===== src/rtl/uart_irq_pkg.sv =====
package uart_irq_pkg;
  localparam logic [3:0] ID_NONE = 4'b0001;
  localparam logic [3:0] ID_RLS  = 4'b0110;
  localparam logic [3:0] ID_RDA  = 4'b0100;
  localparam logic [3:0] ID_CTI  = 4'b1100;
  localparam logic [3:0] ID_THRE = 4'b0010;

  typedef struct packed {
    logic rls;
    logic rda;
    logic cti;
    logic thre;
  } irq_src_t;
endpackage


===== src/rtl/uart_irq_latch.sv =====
module uart_irq_latch (
  input  logic clk,
  input  logic rst,
  input  logic set_i,
  input  logic clr_i,
  output logic nxt_o
);
  logic q;

  // a new event outranks a clear arriving in the same cycle
  assign nxt_o = set_i | (q & ~clr_i);

  always_ff @(posedge clk) begin
    if (rst) q <= 1'b0;
    else     q <= nxt_o;
  end
endmodule


===== src/rtl/uart_irq_trig.sv =====
module uart_irq_trig #(
  parameter int LVL_W = 5,
  parameter int TRIG0 = 1,
  parameter int TRIG1 = 4,
  parameter int TRIG2 = 8,
  parameter int TRIG3 = 14
) (
  input  logic [LVL_W-1:0] rx_level,
  input  logic [1:0]       trig_sel,
  output logic             at_trig
);
  localparam int NTRIG = 4;
  localparam int TRIG_TAB [NTRIG] = '{TRIG0, TRIG1, TRIG2, TRIG3};

  logic [NTRIG-1:0] hit;

  for (genvar i = 0; i < NTRIG; i++) begin : g_cmp
    assign hit[i] = (rx_level >= LVL_W'(TRIG_TAB[i]));
  end

  assign at_trig = hit[trig_sel];
endmodule


===== src/rtl/uart_irq_prio.sv =====
module uart_irq_prio
  import uart_irq_pkg::*;
(
  input  irq_src_t   act,
  output logic [3:0] code,
  output logic       any
);
  always_comb begin
    if (act.rls)       code = ID_RLS;
    else if (act.rda)  code = ID_RDA;
    else if (act.cti)  code = ID_CTI;
    else if (act.thre) code = ID_THRE;
    else               code = ID_NONE;
  end

  assign any = |act;
endmodule


===== src/rtl/uart_irq_ident.sv =====
module uart_irq_ident
  import uart_irq_pkg::*;
#(
  parameter int LVL_W = 5,
  parameter int TRIG0 = 1,
  parameter int TRIG1 = 4,
  parameter int TRIG2 = 8,
  parameter int TRIG3 = 14
) (
  input  logic             clk,
  input  logic             rst,
  input  logic [3:0]       err_flags,
  input  logic [3:0]       ien,
  input  logic [LVL_W-1:0] rx_level,
  input  logic [1:0]       trig_sel,
  input  logic             cti_pulse,
  input  logic             thr_empty,
  input  logic             rd_lsr,
  input  logic             rd_iir,
  input  logic             rd_rbr,
  input  logic             wr_thr,
  output logic             irq,
  output logic [3:0]       iir_code
);
  logic     rls_nxt, cti_nxt, thre_nxt, rda_nxt;
  logic     thr_q;
  logic     thre_rise, thre_clr, cti_set;
  irq_src_t act;
  logic [3:0] code_nxt;
  logic       any_nxt;

  uart_irq_latch u_rls (
    .clk(clk), .rst(rst),
    .set_i(|err_flags), .clr_i(rd_lsr), .nxt_o(rls_nxt)
  );

  assign cti_set = cti_pulse & (rx_level != '0);

  uart_irq_latch u_cti (
    .clk(clk), .rst(rst),
    .set_i(cti_set), .clr_i(rd_rbr), .nxt_o(cti_nxt)
  );

  always_ff @(posedge clk) begin
    if (rst) thr_q <= 1'b1;
    else     thr_q <= thr_empty;
  end

  assign thre_rise = thr_empty & ~thr_q;
  assign thre_clr  = wr_thr | (rd_iir & (iir_code == ID_THRE));

  uart_irq_latch u_thre (
    .clk(clk), .rst(rst),
    .set_i(thre_rise), .clr_i(thre_clr), .nxt_o(thre_nxt)
  );

  uart_irq_trig #(
    .LVL_W(LVL_W), .TRIG0(TRIG0), .TRIG1(TRIG1), .TRIG2(TRIG2), .TRIG3(TRIG3)
  ) u_trig (
    .rx_level(rx_level), .trig_sel(trig_sel), .at_trig(rda_nxt)
  );

  assign act.rls  = rls_nxt  & ien[2];
  assign act.rda  = rda_nxt  & ien[0];
  assign act.cti  = cti_nxt  & ien[3];
  assign act.thre = thre_nxt & ien[1];

  uart_irq_prio u_prio (
    .act(act), .code(code_nxt), .any(any_nxt)
  );

  always_ff @(posedge clk) begin
    if (rst) begin
      iir_code <= ID_NONE;
      irq      <= 1'b0;
    end else begin
      iir_code <= code_nxt;
      irq      <= any_nxt;
    end
  end
endmodule


===== config.mk =====
export PLATFORM = sky130hd
export DESIGN_NAME = uart_irq_ident
export DESIGN_NICKNAME = d
export VERILOG_FILES = /design/src/rtl/uart_irq_pkg.sv /design/src/rtl/uart_irq_latch.sv /design/src/rtl/uart_irq_trig.sv /design/src/rtl/uart_irq_prio.sv /design/src/rtl/uart_irq_ident.sv
export SDC_FILE = /design/constraint.sdc
export NUM_CORES = 1
export LEC_CHECK = 0
export BUFFER_PORTS_ARGS = -buffer_cell sky130_fd_sc_hd__buf_2
export CAP_MARGIN = 30
export CORE_ASPECT_RATIO = 1.2
export CORE_MARGIN = 3
export CORE_UTILIZATION = 30
export DETAILED_ROUTE_END_ITERATION = 8
export PLACE_DENSITY_LB_ADDON = 0.3
export RECOVER_POWER = 100
export SLEW_MARGIN = 20
export SYNTH_ARGS = -nofsm -noshare
export SYNTH_HDL_FRONTEND = slang
export SYNTH_SLANG_ARGS = --single-unit
export TNS_END_PERCENT = 50

===== constraint.sdc =====
create_clock -name clk -period 1.3 [get_ports clk]
set_clock_uncertainty 0.1 [all_clocks]
set_input_delay 0.26 -clock clk [delete_from_list [all_inputs] [get_ports clk]]
set_output_delay 0.26 -clock clk [all_outputs]
set_load 0.01 [all_outputs]

* After elaboration in Yosys (flattened, before gate mapping)
Cells that the tools add are included.
** Storage, ports and cells
- Bits in registers :: 9
- Input bits :: 23
- Output and inout bits :: 5
- Logic and storage cells :: 41
** Operators by class
- Order comparisons :: 5
- Equal/unequal tests :: 1
- Muxes and demuxes :: 6
- Bitwise logic cells :: 18
- Reductions and logical operators :: 4
** Operators with widths (number)
- 1-bit bitwise AND :: 10
- 5-bit by 4-bit greater-or-equal comparator with 1-bit output, second input constant :: 2
- 4-bit OR reduction :: 2
- 3-bit 2-to-1 mux :: 2
- 5-bit by 1-bit greater-or-equal comparator with 1-bit output, second input constant :: 1
- 5-bit by 3-bit greater-or-equal comparator with 1-bit output, second input constant :: 1
- 5-bit nonzero test :: 1
- 4-bit by 2-bit == test with 1-bit output, second input constant :: 1
- 4-bit 2-to-1 mux :: 1
- 1-bit inverter :: 4
- 1-bit bitwise OR :: 4
- 2-bit by 3-bit < comparator with 1-bit output, second input constant :: 1
- 3-bit OR reduction :: 1
- 1-bit binary-select mux with 2-bit select :: 1
- 2-bit 2-to-1 mux :: 1
- 1-bit 2-to-1 mux :: 1

* Longest topological paths before layout
- Depth after elaboration :: 11
- Depth in mapped cells :: 4
- Depth with buffers taken out :: 4

* Modules after synthesis
From an unflattened synthesis, not the netlist that was laid out.
** Second synthesis, totals
- Cells, all modules :: 50
- Area total of the unflattened synthesis :: 462.9 µm²
** By module, submodules not included
- uart_irq_ident :: times used 1, cells each 22, area an instance 227.7 µm², seq. area each 120.1 µm²
- uart_irq_latch :: times used 3, cells each 5, area an instance 50.0 µm², seq. area each 20.0 µm²
- uart_irq_prio :: times used 1, cells each 6, area an instance 42.5 µm², seq. area each 0.0 µm²
- uart_irq_trig :: times used 1, cells each 7, area an instance 42.5 µm², seq. area each 0.0 µm²

* Worst setup path before layout
No wires, ideal clock.
- Path kind :: input -> register
- From :: input err_flags[1]
- To :: register iir_code[1]
- Library setup time :: 0.116 ns
- Arrival time :: 1.211 ns
- Required time :: 1.084 ns
- Setup slack :: -0.127 ns
- Stages :: 4
- Path buffers :: 0
- Cells stage by stage :: or4_4 -> o21ai_2 -> nor2_1 -> a31o_1
** On the way
- Word-level cells in the longest chain between the ends :: 4
** Ends and longest elaborated chain
- start, declared :: line uart_irq_ident.sv:12 : input logic [3:0] err_flags,
- 4-bit OR reduction :: line uart_irq_ident.sv:34 : .set_i(|err_flags), .clr_i(rd_lsr), .nxt_o(rls_nxt)
- 1-bit bitwise OR :: line uart_irq_latch.sv:11 : assign nxt_o = set_i | (q & ~clr_i);
- 1-bit bitwise AND :: line uart_irq_ident.sv:63 : assign act.rls = rls_nxt & ien[2];
- 3-bit 2-to-1 mux :: line uart_irq_prio.sv:9 : if (act.rls) code = ID_RLS;
- end signal, assigned :: line uart_irq_ident.sv:77 : iir_code <= code_nxt;
- end, declared :: line uart_irq_ident.sv:23 : output logic [3:0] iir_code
Every way passes these cells.
A chain may end at the register's enable or synchronous reset.

* Worst setup path in the final report
Same ends and word-level chain as after synthesis.

==> results.sh <==
export IMPL_ys_ff_latch=9
export IMPL_min_delay_start="thr_empty"
export IMPL_syn_to_final_growth_pct=50.3
export IMPL_wl_met2_microns=495
export IMPL_ys_top_cells_by_count="dfxtp_1 (9), nor2_1 (6), inv_1 (5)"
export IMPL_wl_met3_microns=100
export IMPL_dp_slack_ps=-231
export IMPL_drt_iter0_markers=4
export IMPL_numCtsBuffers=3
export IMPL_top_layer_used="met3"
export IMPL_vias_per_cell=4.89
export IMPL_netlist_area_sq_um=468
export IMPL_yosys_area_top_type_share_pct=38.5
export IMPL_min_path_type="in -> reg"
export IMPL_port_buffers=27
export IMPL_p_leak_nw=0.341
export IMPL_slew_headroom_pct=77.1
export IMPL_grtUsageTotal_pct=9.21
export IMPL_utilization_pct=48.7
export IMPL_drcViolationCount=0
export IMPL_ys_async_sr_fraction_pct=0
export IMPL_slowest_delay_ps=540
export IMPL_drt_wl_total_microns=968
export IMPL_design_die_area_sq_um=2070
export IMPL_grt_max_degree=10
export IMPL_rr_endpoint="iir_code[2]"
export IMPL_crit_family="simple AND/OR/NAND/NOR gates"
export IMPL_power_density_nw_per_um2=922
export IMPL_drv_slew=0
export IMPL_ir_worst_vdd_mv=0.459
export IMPL_total_power_uw=649
export IMPL_cts_sinks=9
export IMPL_cp_arrival_ps=1310
export IMPL_rrSetupSlack_ps=60
export IMPL_grt_pass1_wl_mm=1.52
export IMPL_top_level_ports=28
export IMPL_worstPathCellList="buf_2 -> or4_4 -> o21ai_4 -> nor2_1 -> a31o_1"
export IMPL_fin_crit_sh_pct=97.7
export IMPL_initial_utilization_pct=32.4
export IMPL_r2r_cells=4
export IMPL_synth_nets=72
export IMPL_hold_depth=2
export IMPL_die_y_microns=49.3
export IMPL_crit_type="in -> reg"
export IMPL_synth_ff_type="dfxtp_1"
export IMPL_setup_ws_ps=30.4
export IMPL_htree_levels=1
export IMPL_period_needed_ps=1270
export IMPL_startpoint_type="input pin"
export IMPL_fmaxAchievable_mhz=788
export IMPL_drive_above_1_share_pct=53.0
export IMPL_clkTransAtPathRegs_ps=60
export IMPL_cp_end_kind="flop"
export IMPL_fin_tns_setup_ps=0
export IMPL_ys_warn_count=0
export IMPL_nets=107
export IMPL_crit_path_top_delay_cell="or4_4"
export IMPL_synth_most_common_cell="dfxtp_1"
export IMPL_rsz0062_at_grt="true"
export IMPL_finalSetupViolations=0
export IMPL_syn_mean_instance_area_sq_um=9.55
export IMPL_cts_tree="yes"
export IMPL_cts_buffer_depth=2
export IMPL_rr_startpoint="u_cti.q"
export IMPL_m1WireLength_microns=371
export IMPL_synth_edff_count=0
export IMPL_overflow=0
export IMPL_ant_nets=0
export IMPL_insertion_delay_ps=250
export IMPL_num_vias=489
export IMPL_synth_area_leader_cell="dfxtp_1"
export IMPL_cap_viol_max_count=0
export IMPL_crit_fanout=5
export IMPL_finalHoldViolCount=0
export IMPL_antenna_found_initial=0
export IMPL_cts_root_buf="clkbuf_4"
export IMPL_hold_end="thr_q"
export IMPL_stdcell_area_sq_um=703
export IMPL_first_global_vias=418
export IMPL_wl_per_cell_microns=9.68
export IMPL_core_area_sq_um=1450
export IMPL_worst_pin_slew_ps=344
export IMPL_critPathRequiredTime_ps=1340
export IMPL_dpl_instance_area_sq_um=651
export IMPL_crit_buf_inv=1
export IMPL_die_w_microns=42.1
export IMPL_yosysSeqAreaShare_pct=38.5
export IMPL_yosys_cell_types_count=28
export IMPL_synthCells=49
export IMPL_row_count=15
export IMPL_outcome="complete, no violations"
export IMPL_gp_congestion=0.692
export IMPL_diodes=0
export IMPL_first_pass_iters=4
export IMPL_synth_area_leaders="dfxtp_1 (39%), a2111oi_4 (5.9%), nor2_1 (4.8%)"
## through the flow
step	instances	hold WS, ps
final	100	126
after CTS	99	124
after global routing	100	140
after global placement	95	379
after detailed placement	95	377
after floorplan	49	264
## routing by layer
layer,vias up,track usage (%)
met5,-,0
met4,0,4.66
met3,0,1.48
met2,24,16.0
met1,211,10.7
li1,254,-
## final cells by class
class | count | area, sq um
tap | 17 | 21.3
sequential | 9 | 180
fill | 134 | 742
timing repair buffer | 31 | 171
inverter | 5 | 18.8
multi-input combinational | 34 | 285
clock buffer | 4 | 26.3
## cell usage in the layout, fill, tap and decap left out, types with 2 or more instances in the layout
| cell | instances |
|---|---|
| buf_4 | 4 |
| dfxtp_1 | 9 |
| clkbuf_4 | 3 |
| a31o_1 | 2 |
| nor2b_1 | 2 |
| inv_1 | 5 |
| a31oi_1 | 2 |
| nor2_1 | 5 |
| buf_2 | 26 |
## cells by family after synthesis
kind of cell           Yosys count  share of synthesized area (%)
AOI/OAI and AO/OA               15                           31.8
and+or+nand+nor                 19                           24.9
DFF                              9                           38.5
buffers and inverters            6                           4.81
## how the worst max path moves through the flow
stage	cells after the start	slack (ps)	end	start
2_1_floorplan	4	-100	iir_code[1]	err_flags[1]
3_3_place_gp	5	-220	irq	rx_level[1]
3_5_place_dp	5	-230	iir_code[1]	err_flags[1]
4_1_cts	4	4	iir_code[1]	iir_code[3]
5_1_grt	4	-10	iir_code[2]	u_cti.q
6_report	5	30	iir_code[1]	err_flags[1]
## sequential cells by signal (all words and copies together) (netlist names)
| name | count |
|---|---|
| iir_code | 4 |
| u_rls.q | 1 |
| thr_q | 1 |
| u_thre.q | 1 |
| irq | 1 |
| u_cti.q | 1 |
## power breakdown
group | internal (mW) | switching, mW | total [mW]
combinational | 0.0785 | 0.0681 | 0.147
sequential | 0.294 | 0.00742 | 0.301
clock | 0.117 | 0.0833 | 0.201
total | 0.490 | 0.159 | 0.649
## what timing repair did
action | 4_1_cts | 5_1_grt
setup buffers | 0 | 1
setup endpoints to repair | 0 | 4
hold buffers | 0 | 0
resized for setup | 0 | 5
hold endpoints to repair | 0 | 0
Note: power is estimated with default switching activity, not from simulation.
